### config.mk
export PLATFORM = sky130hd
export DESIGN_NAME = regbusy_vec
export DESIGN_NICKNAME = d
export VERILOG_FILES = /design/src/rtl/regbusy_pkg.sv /design/src/rtl/regbusy_wr_merge.sv /design/src/rtl/regbusy_store.sv /design/src/rtl/regbusy_multihot.sv /design/src/rtl/regbusy_hazard.sv /design/src/rtl/regbusy_vec.sv
export SDC_FILE = /design/constraint.sdc
export NUM_CORES = 1
export LEC_CHECK = 0
export ABC_CLOCK_PERIOD_IN_PS = 2040
export BUFFER_PORTS_ARGS = -buffer_cell sky130_fd_sc_hd__buf_2
export CAP_MARGIN = 5
export CORE_UTILIZATION = 23
export DETAILED_ROUTE_END_ITERATION = 6
export SYNTH_ARGS = -nofsm -noshare
export SYNTH_HDL_FRONTEND = slang
export SYNTH_SLANG_ARGS = --single-unit
### constraint.sdc
create_clock -name clk -period 2.04 [get_ports clk]
set_clock_uncertainty 0.2 [all_clocks]
set_input_delay 0 -clock clk [delete_from_list [all_inputs] [get_ports clk]]
set_output_delay 0 -clock clk [all_outputs]
set_load 0.05 [all_outputs]
### src/rtl/regbusy_pkg.sv
package regbusy_pkg;

  // default geometry of the busy vector and of one instruction's operands
  localparam int unsigned DEF_NREG = 32;
  localparam int unsigned DEF_NSRC = 3;
  localparam int unsigned DEF_NDST = 2;
  // number of write ports; port 0 has the highest priority
  localparam int unsigned NWPORT   = 2;

  // per-entry next-state choice made by the write merge
  typedef enum logic [1:0] {
    SEL_HOLD  = 2'd0,
    SEL_PORT0 = 2'd1,
    SEL_PORT1 = 2'd2
  } wsel_e;

  // true when a select vector has two or more bits set
  function automatic logic multi_hot(input logic [63:0] v);
    return (v & (v - 64'd1)) != 64'd0;
  endfunction

endpackage

### src/rtl/regbusy_wr_merge.sv
module regbusy_wr_merge
  import regbusy_pkg::*;
#(
  parameter int unsigned NREG = DEF_NREG
) (
  input  logic [NWPORT*NREG-1:0] wen_flat,
  input  logic [NWPORT-1:0]      wdata,
  input  logic [NREG-1:0]        cur,
  output logic [NREG-1:0]        nxt,
  output logic [NREG-1:0]        strobe
);

  // Each enable bit is the strobe of its own entry. The lower port index wins.
  for (genvar e = 0; e < NREG; e++) begin : g_entry
    wsel_e sel;

    always_comb begin
      if (wen_flat[e])
        sel = SEL_PORT0;
      else if (wen_flat[NREG + e])
        sel = SEL_PORT1;
      else
        sel = SEL_HOLD;
    end

    always_comb begin
      unique case (sel)
        SEL_PORT0: nxt[e] = wdata[0];
        SEL_PORT1: nxt[e] = wdata[1];
        default:   nxt[e] = cur[e];
      endcase
    end

    assign strobe[e] = (sel != SEL_HOLD);
  end

endmodule

### src/rtl/regbusy_store.sv
module regbusy_store #(
  parameter int unsigned NREG = 32
) (
  input  logic            clk,
  input  logic            rst,
  input  logic [NREG-1:0] strobe,
  input  logic [NREG-1:0] nxt,
  output logic [NREG-1:0] q
);

  // one flop per entry, loaded only when that entry's strobe is high
  for (genvar e = 0; e < NREG; e++) begin : g_bit
    always_ff @(posedge clk) begin
      if (rst)
        q[e] <= 1'b0;
      else if (strobe[e])
        q[e] <= nxt[e];
    end
  end

endmodule

### src/rtl/regbusy_multihot.sv
module regbusy_multihot
  import regbusy_pkg::*;
#(
  parameter int unsigned NREG = DEF_NREG
) (
  input  logic                   clk,
  input  logic                   rst,
  input  logic [NWPORT*NREG-1:0] wen_flat,
  output logic                   err_q
);

  logic [NWPORT-1:0] bad;

  for (genvar p = 0; p < NWPORT; p++) begin : g_port
    logic [63:0] widened;
    assign widened = 64'(wen_flat[p*NREG +: NREG]);
    assign bad[p]  = multi_hot(widened);
  end

  always_ff @(posedge clk) begin
    if (rst)
      err_q <= 1'b0;
    else
      err_q <= |bad;
  end

endmodule

### src/rtl/regbusy_hazard.sv
module regbusy_hazard #(
  parameter int unsigned NREG = 32,
  parameter int unsigned NOPS = 5,
  localparam int unsigned IDXW = $clog2(NREG)
) (
  input  logic [NREG-1:0]      busy,
  input  logic [NOPS*IDXW-1:0] op_idx,
  input  logic [NOPS-1:0]      op_vld,
  output logic                 hazard
);

  logic [NOPS-1:0] hit;

  for (genvar k = 0; k < NOPS; k++) begin : g_op
    logic [IDXW-1:0] idx;
    logic            in_range;
    assign idx      = op_idx[k*IDXW +: IDXW];
    assign in_range = (32'(idx) < NREG);
    assign hit[k]   = op_vld[k] && in_range && busy[idx];
  end

  assign hazard = |hit;

endmodule

### src/rtl/regbusy_vec.sv
module regbusy_vec
  import regbusy_pkg::*;
#(
  parameter int unsigned NREG = DEF_NREG,
  parameter int unsigned NSRC = DEF_NSRC,
  parameter int unsigned NDST = DEF_NDST,
  localparam int unsigned IDXW = $clog2(NREG),
  localparam int unsigned NOPS = NSRC + NDST
) (
  input  logic                 clk,
  input  logic                 rst,
  input  logic [NREG-1:0]      wr0_en,
  input  logic                 wr0_data,
  input  logic [NREG-1:0]      wr1_en,
  input  logic                 wr1_data,
  input  logic [NSRC*IDXW-1:0] src_idx,
  input  logic [NSRC-1:0]      src_vld,
  input  logic [NDST*IDXW-1:0] dst_idx,
  input  logic [NDST-1:0]      dst_vld,
  output logic [NREG-1:0]      busy_o,
  output logic                 hazard_o,
  output logic                 onehot_err_o
);

  logic [NWPORT*NREG-1:0] wen_flat;
  logic [NWPORT-1:0]      wdata;
  logic [NREG-1:0]        nxt;
  logic [NREG-1:0]        strobe;

  assign wen_flat = {wr1_en, wr0_en};
  assign wdata    = {wr1_data, wr0_data};

  regbusy_wr_merge #(.NREG(NREG)) u_merge (
    .wen_flat (wen_flat),
    .wdata    (wdata),
    .cur      (busy_o),
    .nxt      (nxt),
    .strobe   (strobe)
  );

  regbusy_store #(.NREG(NREG)) u_store (
    .clk    (clk),
    .rst    (rst),
    .strobe (strobe),
    .nxt    (nxt),
    .q      (busy_o)
  );

  regbusy_multihot #(.NREG(NREG)) u_mhot (
    .clk      (clk),
    .rst      (rst),
    .wen_flat (wen_flat),
    .err_q    (onehot_err_o)
  );

  regbusy_hazard #(.NREG(NREG), .NOPS(NOPS)) u_haz (
    .busy   (busy_o),
    .op_idx ({dst_idx, src_idx}),
    .op_vld ({dst_vld, src_vld}),
    .hazard (hazard_o)
  );

endmodule

==> results.md, run 1 <==
- Status: finished, violations left
- Failing checks: DRC, setup timing
- Top_reg_cell synth: dfxtp_1
- Final GP Congestion: 0.925
- Slowest-stage cell, CP: mux4_2
- # setup viols final: 2
- Later-pin clock latency in the skew report: around 0.27 ns
- CTS clk-pin slew, worst paths: approximately 0.060 ns
- RSZ-0062 raised after global routing: yes
- TritonCTS buffer count: 5
- Die W: 125 um
- PwrDens: approximately 450 nW/um^2
- Critical Path, Cell by Cell: mux4_2 > mux4_2 > mux2_2 > a22oi_2 > nand2_4 > buf_6
- Post-Synth Adder-Cell Area: 0.00288
- IO Count: 132
- Final core utilization: 0.397
- IO buf count: 131
- Async SR Flop Fraction: 0
- Mapped cell area: approximately 3500 um^2
- Root Buffer: clkbuf_16
- Critical path's top delay family: multiplexers
- Post-DP HPWL: around 12000 um
- Fillcell total: 1488
- Core ar.: between 10000 and 15000 um^2
- Worst VDD drop: approximately 0.00024 V
- Layout cell share with drive strength beyond 1: 0.555
- Seq/Total Area, Yosys: 0.190
- Post-synthesis register bit count: 33
- Max incr delay on CP: 0.49 ns
- H-tree depth: 2
- Setup WS post-layout: -0.466 ns
- Worst setup SP type: register
- Vias/cell: between 5 and 6
- XOR/XNOR Fraction of Synth Area: 0
- Multiplexer share of the synthesized area: 0.426
- Met2 global-route usage: 0.327
- Peak Freq: ~400 MHz
- # clock sinks: 33
- Crit. End Element: output port
- Mapped Avg Cell Area: around 9.5 um^2
- Avg WL per Cell: between 15 and 20 um
- Busiest grt layer: met2
- Final ANT Viol Nets: 0
- FF/Latch Area: around 760 um^2
- Grt ovf: 0
- Multi-input logic area: about 2800 um^2
- Crit share post-route: 1.23
- Synth Area in Simple Gates: 0.200
- GRT met3 Usage: 0.0317
- Leakage: 2.49 nW
- Cell Rows: between 40 and 50
- Warnings from Yosys: 0
- Pin slew with the least headroom to its limit: around 0.68 ns
- Post-synthesis cell type count: 48
- Final #Nets: just over 700
- Vias in the first global route: between 4000 and 5000
- Total of max-cap violations: 0
- Die area: 15600 um^2
- Die H: about 120 um
- Final Max Slew Viols: 0
- Buf/Inv on CP: 1
- CTS tree: done
- Crit-path max FO: 7
- Pre-CTS setup slack: -0.444 ns
- Antenna diode count: 0
- Routed WL: around 15000 um
- Critical path class: reg -> out
- Synth-to-layout area growth: 67.3%
- First-pass GRT wire length: around 23000 um
- Synth Net Count: about 460
- Via count: ~4400
- Pre-antenna DRT Iters: 7
- Starting Density: 0.237
- Met1 Resource Use GR: 0.246
- Initial antenna violation count: 0
- Largest net degree at the start of global routing: 34
- DRT iter0 DRCs: between 400 and 500
- Worst-case clock buffer depth: 2
- Critical Path Most Common Cell: mux4_2
- Arrival time worst endpoint: 2.31 ns
- DRC Markers: 14
- Post-synth EDFFs: 0
- Worst rel slew slack: 0.549
- Hold WC Path Type: in -> reg
- Main combinational cell family by area after synthesis: multiplexers
- Min Clock Period, post-route: between 2 and 3 ns
- GRT Util Overall: 0.190
- Final Hold Fails: 0
- Synth Area in Compound Gates: 0.155
- Critical Path RT: between 1.5 and 2 ns
- Synth Instances: 366
-- metrics by stage --
step | std cells | setup TNS, ns | power, mW | hold WS (ns) | instance area [um^2]
after detailed placement | 762 | -0.663 | 1.81 | 0.0814 | 5180
final | 813 | -0.606 | 2.63 | 0.00186 | 5820
after CTS | 811 | -0.605 | 2.63 | 0.00872 | 5780
after global routing | 813 | -0.792 | 2.75 | 0.0422 | 5820
after global placement | 762 | -0.609 | 1.79 | 0.0779 | 5180
after floorplan | 366 | -0.176 | 1.33 | -0.0627 | 3610
-- cells in the final DEF (no fill, tap or decap), drive strengths merged, types with 10 or more instances in the layout --
cell	synthesis	final
a21oi	38	38
dfxtp	33	33
nor2	74	74
nand3	10	10
dlygate4sd3	0	41
mux4	50	50
buf	0	234
o21ai	12	12
nor3	14	14
mux2i	32	32
-- worst reg2reg max path, cell delays in order, from the launching register on --
cell and delay [ns]:
dfxtp_4 0.37, buf_4 0.14, mux2i_1 0.11, nor2_1 0.06, a21oi_1 0.12, dlygate4sd3_1 0.57
nor2_1 0.04
-- layer usage --
metal	wire length, um	vias up
met2	7290	188
met4	365	0
li1	-	2011
met5	0	-
met3	956	24
met1	6280	2143
-- what timing repair did --
item | CTS | global route
setup buffers | 0 | 2
pin swaps | 6 | 7
endpoints found under the setup margin | 2 | 2
gates resized for setup | 8 | 4
hold buffers | 41 | 0
endpoints found under the hold margin | 33 | 0
-- cells by family (layout without fill, tap and decap cells) --
logic type / count (synthesis) / count (layout)
simple gates: 139 / 139
flops: 33 / 33
fa+ha+maj: 1 / 1
mux: 85 / 85
compound gates: 84 / 84
buf+inv: 24 / 287
-- state kept, by name, indices dropped and copies added (netlist names) --
register	flops
u_store.q	32
u_mhot.err_q	1
-- layout make-up --
class / count / share of cell area
multi-input cells: 309 / 0.482
repair buffers: 275 / 0.320
flip-flops and latches: 33 / 0.131
clock buffers: 5 / 0.0215
well taps: 184 / 0.0396
inverters: 4 / 0.00258
clock inverters: 3 / 0.00301
-- power by group --
part	leakage, nW	switching [mW]	total [mW]	internal (mW)
Clock	0.0696	0.285	0.732	0.447
Combinational	2.13	0.575	1.14	0.562
Sequential	0.291	0.0781	0.761	0.683
-- cells in the mapped netlist, types with 2 or more instances --
cell	number	area share
nand4_1	3	0.0054
mux2i_1	32	0.092
a22oi_1	3	0.0065
nor4_1	6	0.011
a2111oi_0	3	0.0076
nor2_1	74	0.080
o21ai_0	11	0.016
or2_2	3	0.0054
a31oi_1	4	0.0072
mux4_2	50	0.32
or4_4	2	0.0065
or3_1	2	0.0036
dfxtp_1	33	0.19
a21oi_1	38	0.055
nand3_1	9	0.013
nor3_1	14	0.020
a2111oi_2	2	0.0086
or4_1	4	0.0086
nand2_1	9	0.0097
nand3b_1	2	0.0043
inv_1	4	0.0043
o41ai_1	4	0.010
nor4_2	2	0.0072
clkbuf_1	20	0.022
o21a_1	2	0.0043
a211oi_1	6	0.013
mux2_2	3	0.0097
-- worst paths after layout --
kind                       from            end  slack (ns)  cells after the start
hold reg to reg   u_store.q[13]  u_store.q[13]        0.47                      4
hold / removal       wr1_en[28]  u_store.q[28]       0.002                      5
setup / recovery  u_store.q[15]       hazard_o       -0.47                      6
setup reg to reg  u_store.q[18]  u_store.q[18]        0.30                      6
Power figures use the tool's default switching activity.
==> run 2: changes to the inputs <==
--- a/config.mk
+++ b/config.mk
@@ -10,6 +10,7 @@
 export CAP_MARGIN = 5
 export CORE_UTILIZATION = 23
 export DETAILED_ROUTE_END_ITERATION = 6
+export MAX_ROUTING_LAYER = met4
 export SYNTH_ARGS = -nofsm -noshare
 export SYNTH_HDL_FRONTEND = slang
 export SYNTH_SLANG_ARGS = --single-unit
==> constraint.sdc (replaced) <==
create_clock -name clk -period 2.04 [get_ports clk]
set_clock_uncertainty 0.2 [all_clocks]
set_input_delay 0.102 -clock clk [delete_from_list [all_inputs] [get_ports clk]]
set_output_delay 0.102 -clock clk [all_outputs]
set_load 0.05 [all_outputs]
==> results.md, run 2 (same netlist as run 1, synthesis figures left out) <==
- Critical Path RT: approximately 1.7 ns
- Crit-path max FO: 7
- First-pass GRT wire length: approximately 23000 um
- Worst setup SP type: register
- Starting Density: 0.237
- Final Hold Fails: 1
- Vias/cell: slightly above 5
- Final Max Slew Viols: 0
- Largest net degree at the start of global routing: 34
- Hold WC Path Type: in -> reg
- Max FFs per register: 32
- Clk pwr share: 0.322
- Top Metal Used: met4
- GRT Util Overall: 0.192
- Switching portion of total power: 0.335
- Antenna diode count: 0
- Pin slew with the least headroom to its limit: ~0.66 ns
- # clock sinks: 33
- Reg power frac: 0.277
- Later-pin clock latency in the skew report: 0.27 ns
- Worst VDD drop: between 0.0002 and 0.0003 V
- Failing checks: DRC, hold timing, setup timing
- Layout cell share with drive strength beyond 1: 0.571
- Peak Freq: 380 MHz
- Setup WS post-layout: -0.592 ns
- FF/Latch Area: 761 um^2
- Logic pwr share: 0.401
- Via count: around 4200
- IO Count: 132
- Die W: roughly 120 um
- Die area: 15600 um^2
- Leakage: approximately 2.5 nW
- Final core utilization: 0.388
- Crit. End Element: output port
- DRC Markers: 14
- CTS clk-pin slew, worst paths: ~0.060 ns
- Final #Nets: 712
- R2R cell count: 5
- Metal3 WL: 926 um
- Fillcell total: roughly 1500
- Pre-antenna DRT Iters: 7
- Status: finished, violations left
- DRT iter0 DRCs: 326
- Cell Rows: 44
- Largest registers: u_store.q x32, u_mhot.err_q x1
- Min Clock Period, post-route: approximately 2.6 ns
- Total of max-cap violations: 0
- Core ar.: ~15000 um^2
- Multi-input logic area: 2780 um^2
- M1 wire length: ~6300 um
- Die H: approximately 120 um
- DR WL met2: around 7200 um
- Post-DP HPWL: 12100 um
- Largest Register: u_store.q
- Avg WL per Cell: 18.3 um
- IO buf count: roughly 130
- Critical path class: reg -> out
- Most frequent cells in the layout: buf_2, buf_4, nor2_1, mux4_2, a21oi_1
- Pre-CTS setup slack: -0.539 ns
- # setup viols final: 2
- Root Buffer: clkbuf_16
- TritonCTS buffer count: 5
- Most common cell after layout, fill and taps aside: buf_2
- Final GP Congestion: between 0.9 and 1
- Routed WL: around 15000 um
- Grt ovf: 0
- NetSw: ~0.92 mW
- Vias in the first global route: 4230
- Final ANT Viol Nets: 0
- H-tree depth: 2
- Crit share post-route: 1.29
- Worst-case clock buffer depth: 2
- PwrDens: between 400 and 500 nW/um^2
- RSZ-0062 raised after global routing: yes
- Synth-to-layout area growth: 63.3%
- Worst Hold Path Cells: 4
- Initial antenna violation count: 0
- Worst rel slew slack: 0.561
- Cell internal pwr: about 1.8 mW
- CTS tree: done
- WHS: -0.0347 ns
- Arrival time worst endpoint: about 2.3 ns
## run 2: timing repair
item                                    in CTS  in global routing
endpoints found under the setup margin       2                  2
hold buffers                                23                  0
hold endpoints to repair                    23                  0
pin swaps                                    1                  9
setup buffers                                0                  1
resized for setup                            4                  9
## run 2: area by class of cell
class                   instances  area share
clock inverters                 1     0.00529
flip-flops and latches         33       0.134
clock buffers                   7      0.0251
multi-input cells             309       0.490
inverters                       4     0.00264
well taps                     184      0.0405
repair buffers                261       0.302
## run 2: worst paths after layout
| path | from | end | slack [ns] |
|---|---|---|---|
| worst min register to register | u_store.q[12] | u_store.q[12] | 0.47 |
| worst min-delay path | wr0_en[10] | u_store.q[10] | -0.03 |
| worst max register to register | u_store.q[3] | u_store.q[3] | 0.85 |
| worst max-delay path | u_store.q[30] | hazard_o | -0.59 |
## run 2: power groups by stage
stage	clock [mW]	sequential, mW	combinational [mW]
2_1_floorplan	0	0.894	0.433
3_3_place_gp	0	0.772	1.03
3_5_place_dp	0	0.777	1.04
4_1_cts	0.912	0.763	1.09
5_1_grt	0.941	0.770	1.18
6_report	0.888	0.763	1.11
## run 2: critical path, cell delays in order (launching register included)
cell and delay (ns):
dfxtp_4 0.38, mux4_2 0.46, mux4_2 0.52, mux2_4 0.28
a22oi_2 0.20, nand2_4 0.07, buf_8 0.15
## run 2: layer usage
metal  track usage  up-vias
li1              -     1974
met1         0.239     1975
met2         0.326      179
met3        0.0334       23
met4        0.0402        0
met5             -        -
## run 2: per-stage QoR
step                      power, mW  TNS, ns  instance area [um^2]  std cells  hold WS (ns)
after floorplan                1.33   -0.380                  3620        366        0.0393
after global placement         1.81   -0.833                  5220        767         0.186
after detailed placement       1.82   -0.882                  5220        767         0.201
after CTS                      2.77   -0.817                  5640        798       0.00168
after global routing           2.89   -0.942                  5680        799        0.0285
final                          2.76   -0.806                  5680        799       -0.0347
==> run 3: changes to the inputs <==
--- a/config.mk
+++ b/config.mk
@@ -8,9 +8,11 @@
 export ABC_CLOCK_PERIOD_IN_PS = 2040
 export BUFFER_PORTS_ARGS = -buffer_cell sky130_fd_sc_hd__buf_2
 export CAP_MARGIN = 5
-export CORE_UTILIZATION = 23
+export CORE_UTILIZATION = 48
 export DETAILED_ROUTE_END_ITERATION = 6
 export MAX_ROUTING_LAYER = met4
+export PLACE_DENSITY = 0.79
 export SYNTH_ARGS = -nofsm -noshare
 export SYNTH_HDL_FRONTEND = slang
+export SYNTH_HIERARCHICAL = 1
 export SYNTH_SLANG_ARGS = --single-unit
==> results.md, run 3 <==
- Status: finished, violations left
- Failing checks: setup timing
- CTS tree: done
- GRT met3 Usage: 0.0668
- Placed instance area: 6050 um^2
- Cell with the most instances after synthesis: mux2i_1
- Critical path class: reg -> out
- Setup WS post-layout: -0.780 ns
- Die H: between 90 and 100 um
- Crit share post-route: 1.38
- Async SR Flop Fraction: 0
- Post-synth top area share: 0.208
- Met2 global-route usage: 0.661
- Post-synthesis register bit count: 33
- Crit. End Element: output port
- Pre-antenna DRT Iters: 5
- Worst-case clock buffer depth: 2
- Arrival time worst endpoint: between 2 and 3 ns
- RSZ-0062 raised after global routing: yes
- R2R cell count: 5
- Worst setup SP type: register
- Mapped Avg Cell Area: 8.95 um^2
- Largest net degree at the start of global routing: 34
- Placed Cells: ~820
- Vias/cell: about 6.2
- Min Clock Period, post-route: 2.82 ns
- Post-synth top cells: mux2i_1, nand2_1, nor2_1
- Via count: ~5200
- Max FFs per register: 32
- Leakage: ~3 nW
- Worst R2R Start: u_store/q[20]
- Hold WC Path Type: in -> reg
- Post-DP HPWL: approximately 13000 um
- Pin slew with the least headroom to its limit: ~0.66 ns
- Post-synth EDFFs: 0
- Synth-to-layout area growth: 50.7%
- Post-synth top area cell: mux4_2
- Routed WL: about 16000 um
- Cell Rows: 33
- Final Non-Filler Cells: roughly 830
- Synth Instances: 460
- Reg-to-reg critical path endpoint: u_store/q[20]
- WHS: ~0.0026 ns
- Initial antenna violation count: 0
- Core ar.: approximately 8300 um^2
- Later-pin clock latency in the skew report: about 0.29 ns
- GRT Util Overall: 0.383
- Largest Register: u_store/q
- Final Hold Fails: 0
- Crit path launch: u_store/q[11]
- Met1 Resource Use GR: 0.452
- Total of max-cap violations: 0
- Post-synthesis cell type count: 57
- Final GP Congestion: between 0.9 and 1
- Mapped cell area: a little over 4000 um^2
- Seq/Total Area, Yosys: 0.160
- Flop-to-flop setup slack: just under 0.7 ns
- Root Buffer: clkbuf_8
- Final Max Slew Viols: 0
- Fin Setup TNS: -1.39 ns
- IO buf count: ~130
- DRT iter0 DRCs: approximately 350
- Most common cell after layout, fill and taps aside: buf_4
- H-tree depth: 2
- Warnings from Yosys: 6
- Final #Nets: about 800
- TritonCTS buffer count: 5
- Top_reg_cell synth: dfxtp_1
- Die W: approximately 95 um
- Post-layout instance area: 6200 um^2
- Synth Net Count: roughly 560
- # clock sinks: 33
- Busiest grt layer: met2
- Fillcell total: between 600 and 700
- Layout cell share with drive strength beyond 1: 0.575
- First-pass GRT wire length: 25500 um
- Largest registers: u_store/q x32, u_mhot/err_q x1
- Starting Density: 0.498
- Crit-path max FO: 6
- Antenna diode count: 0
- Final ANT Viol Nets: 0
- Vias in the first global route: 5170
- PwrDens: 444 nW/um^2
- Most frequent cells in the layout: buf_4, buf_2, mux2i_1, nand2_1, nor2_1
- Grt ovf: 0
- DRC Markers: 0
- Worst rel slew slack: 0.558
- Worst Setup EP: hazard_o
- # setup viols final: 2
- IO Count: 132
- Worst VDD drop: between 0.0002 and 0.0003 V
- Synth top area cells: mux4_2, mux2i_1, dfxtp_1, or2_2, nand2_1
- Die area: ~9000 um^2
- CTS clk-pin slew, worst paths: 0.09 ns
- Avg WL per Cell: between 15 and 20 um
- Critical Path RT: 1.74 ns
- Peak Freq: ~350 MHz
run 3: cell type report:
class	instances	area [um^2]	area share
flip-flops and latches	33	766	0.123
well taps	105	131	0.0212
repair buffers	283	1860	0.300
inverters	5	18.8	0.00302
clock inverters	3	46.3	0.00746
multi-input cells	398	3310	0.534
clock buffers	5	68.8	0.0111
run 3: critical path: stages (launching register included):
cell	delay, ns
dfxtp_4	0.38
mux4_2	0.50
mux4_2	0.47
mux2_2	0.28
a2111o_2	0.43
buf_6	0.16
run 3: kinds of logic after synthesis:
kind of cell,after synthesis,synth area share
flops,33,0.160
fa+ha+maj,3,0.00730
buf+inv,29,0.0401
simple gates,170,0.209
mux,123,0.418
compound gates,102,0.165
run 3: through the flow:
| step | power [mW] | util | worst slack [ns] |
|---|---|---|---|
| finish | 2.75 | 0.751 | -0.780 |
| global route | 2.87 | 0.751 | -0.812 |
| CTS | 2.73 | 0.750 | -0.778 |
| detailed placement | 2.06 | 0.733 | -0.969 |
| global placement | 2.02 | 0.733 | -0.938 |
| floorplan | 1.44 | - | -0.818 |
run 3: repair_timing:
action                                  4_1_cts  5_1_grt
pin swaps                                     2        0
hold buffers                                  0        0
setup buffers                                 0        0
gates resized for setup                       6        2
endpoints found under the setup margin        2        2
run 3: layer usage:
metal  up-vias  share of wire
li1       2328              -
met1      2492           0.39
met2       302           0.49
met3        50          0.088
met4         0          0.030
met5         -              0
run 3: worst min-delay path by stage:
stage                     slack [ns]  cells past startpoint            end       start
after floorplan                -0.04                      1  u_store/q[31]         rst
after global placement          0.29                      5  u_store/q[31]  wr0_en[31]
after detailed placement        0.31                      5  u_store/q[30]  wr0_en[30]
after CTS                      0.003                      4  u_store/q[30]  wr0_en[30]
after global routing            0.02                      4  u_store/q[30]  wr0_en[30]
final                          0.003                      5  u_store/q[30]  wr0_en[30]
run 3: power breakdown:
part,switching [mW],internal (mW)
sequential,0.0576,0.684
clock,0.297,0.366
combinational,0.705,0.645
total,1.06,1.70
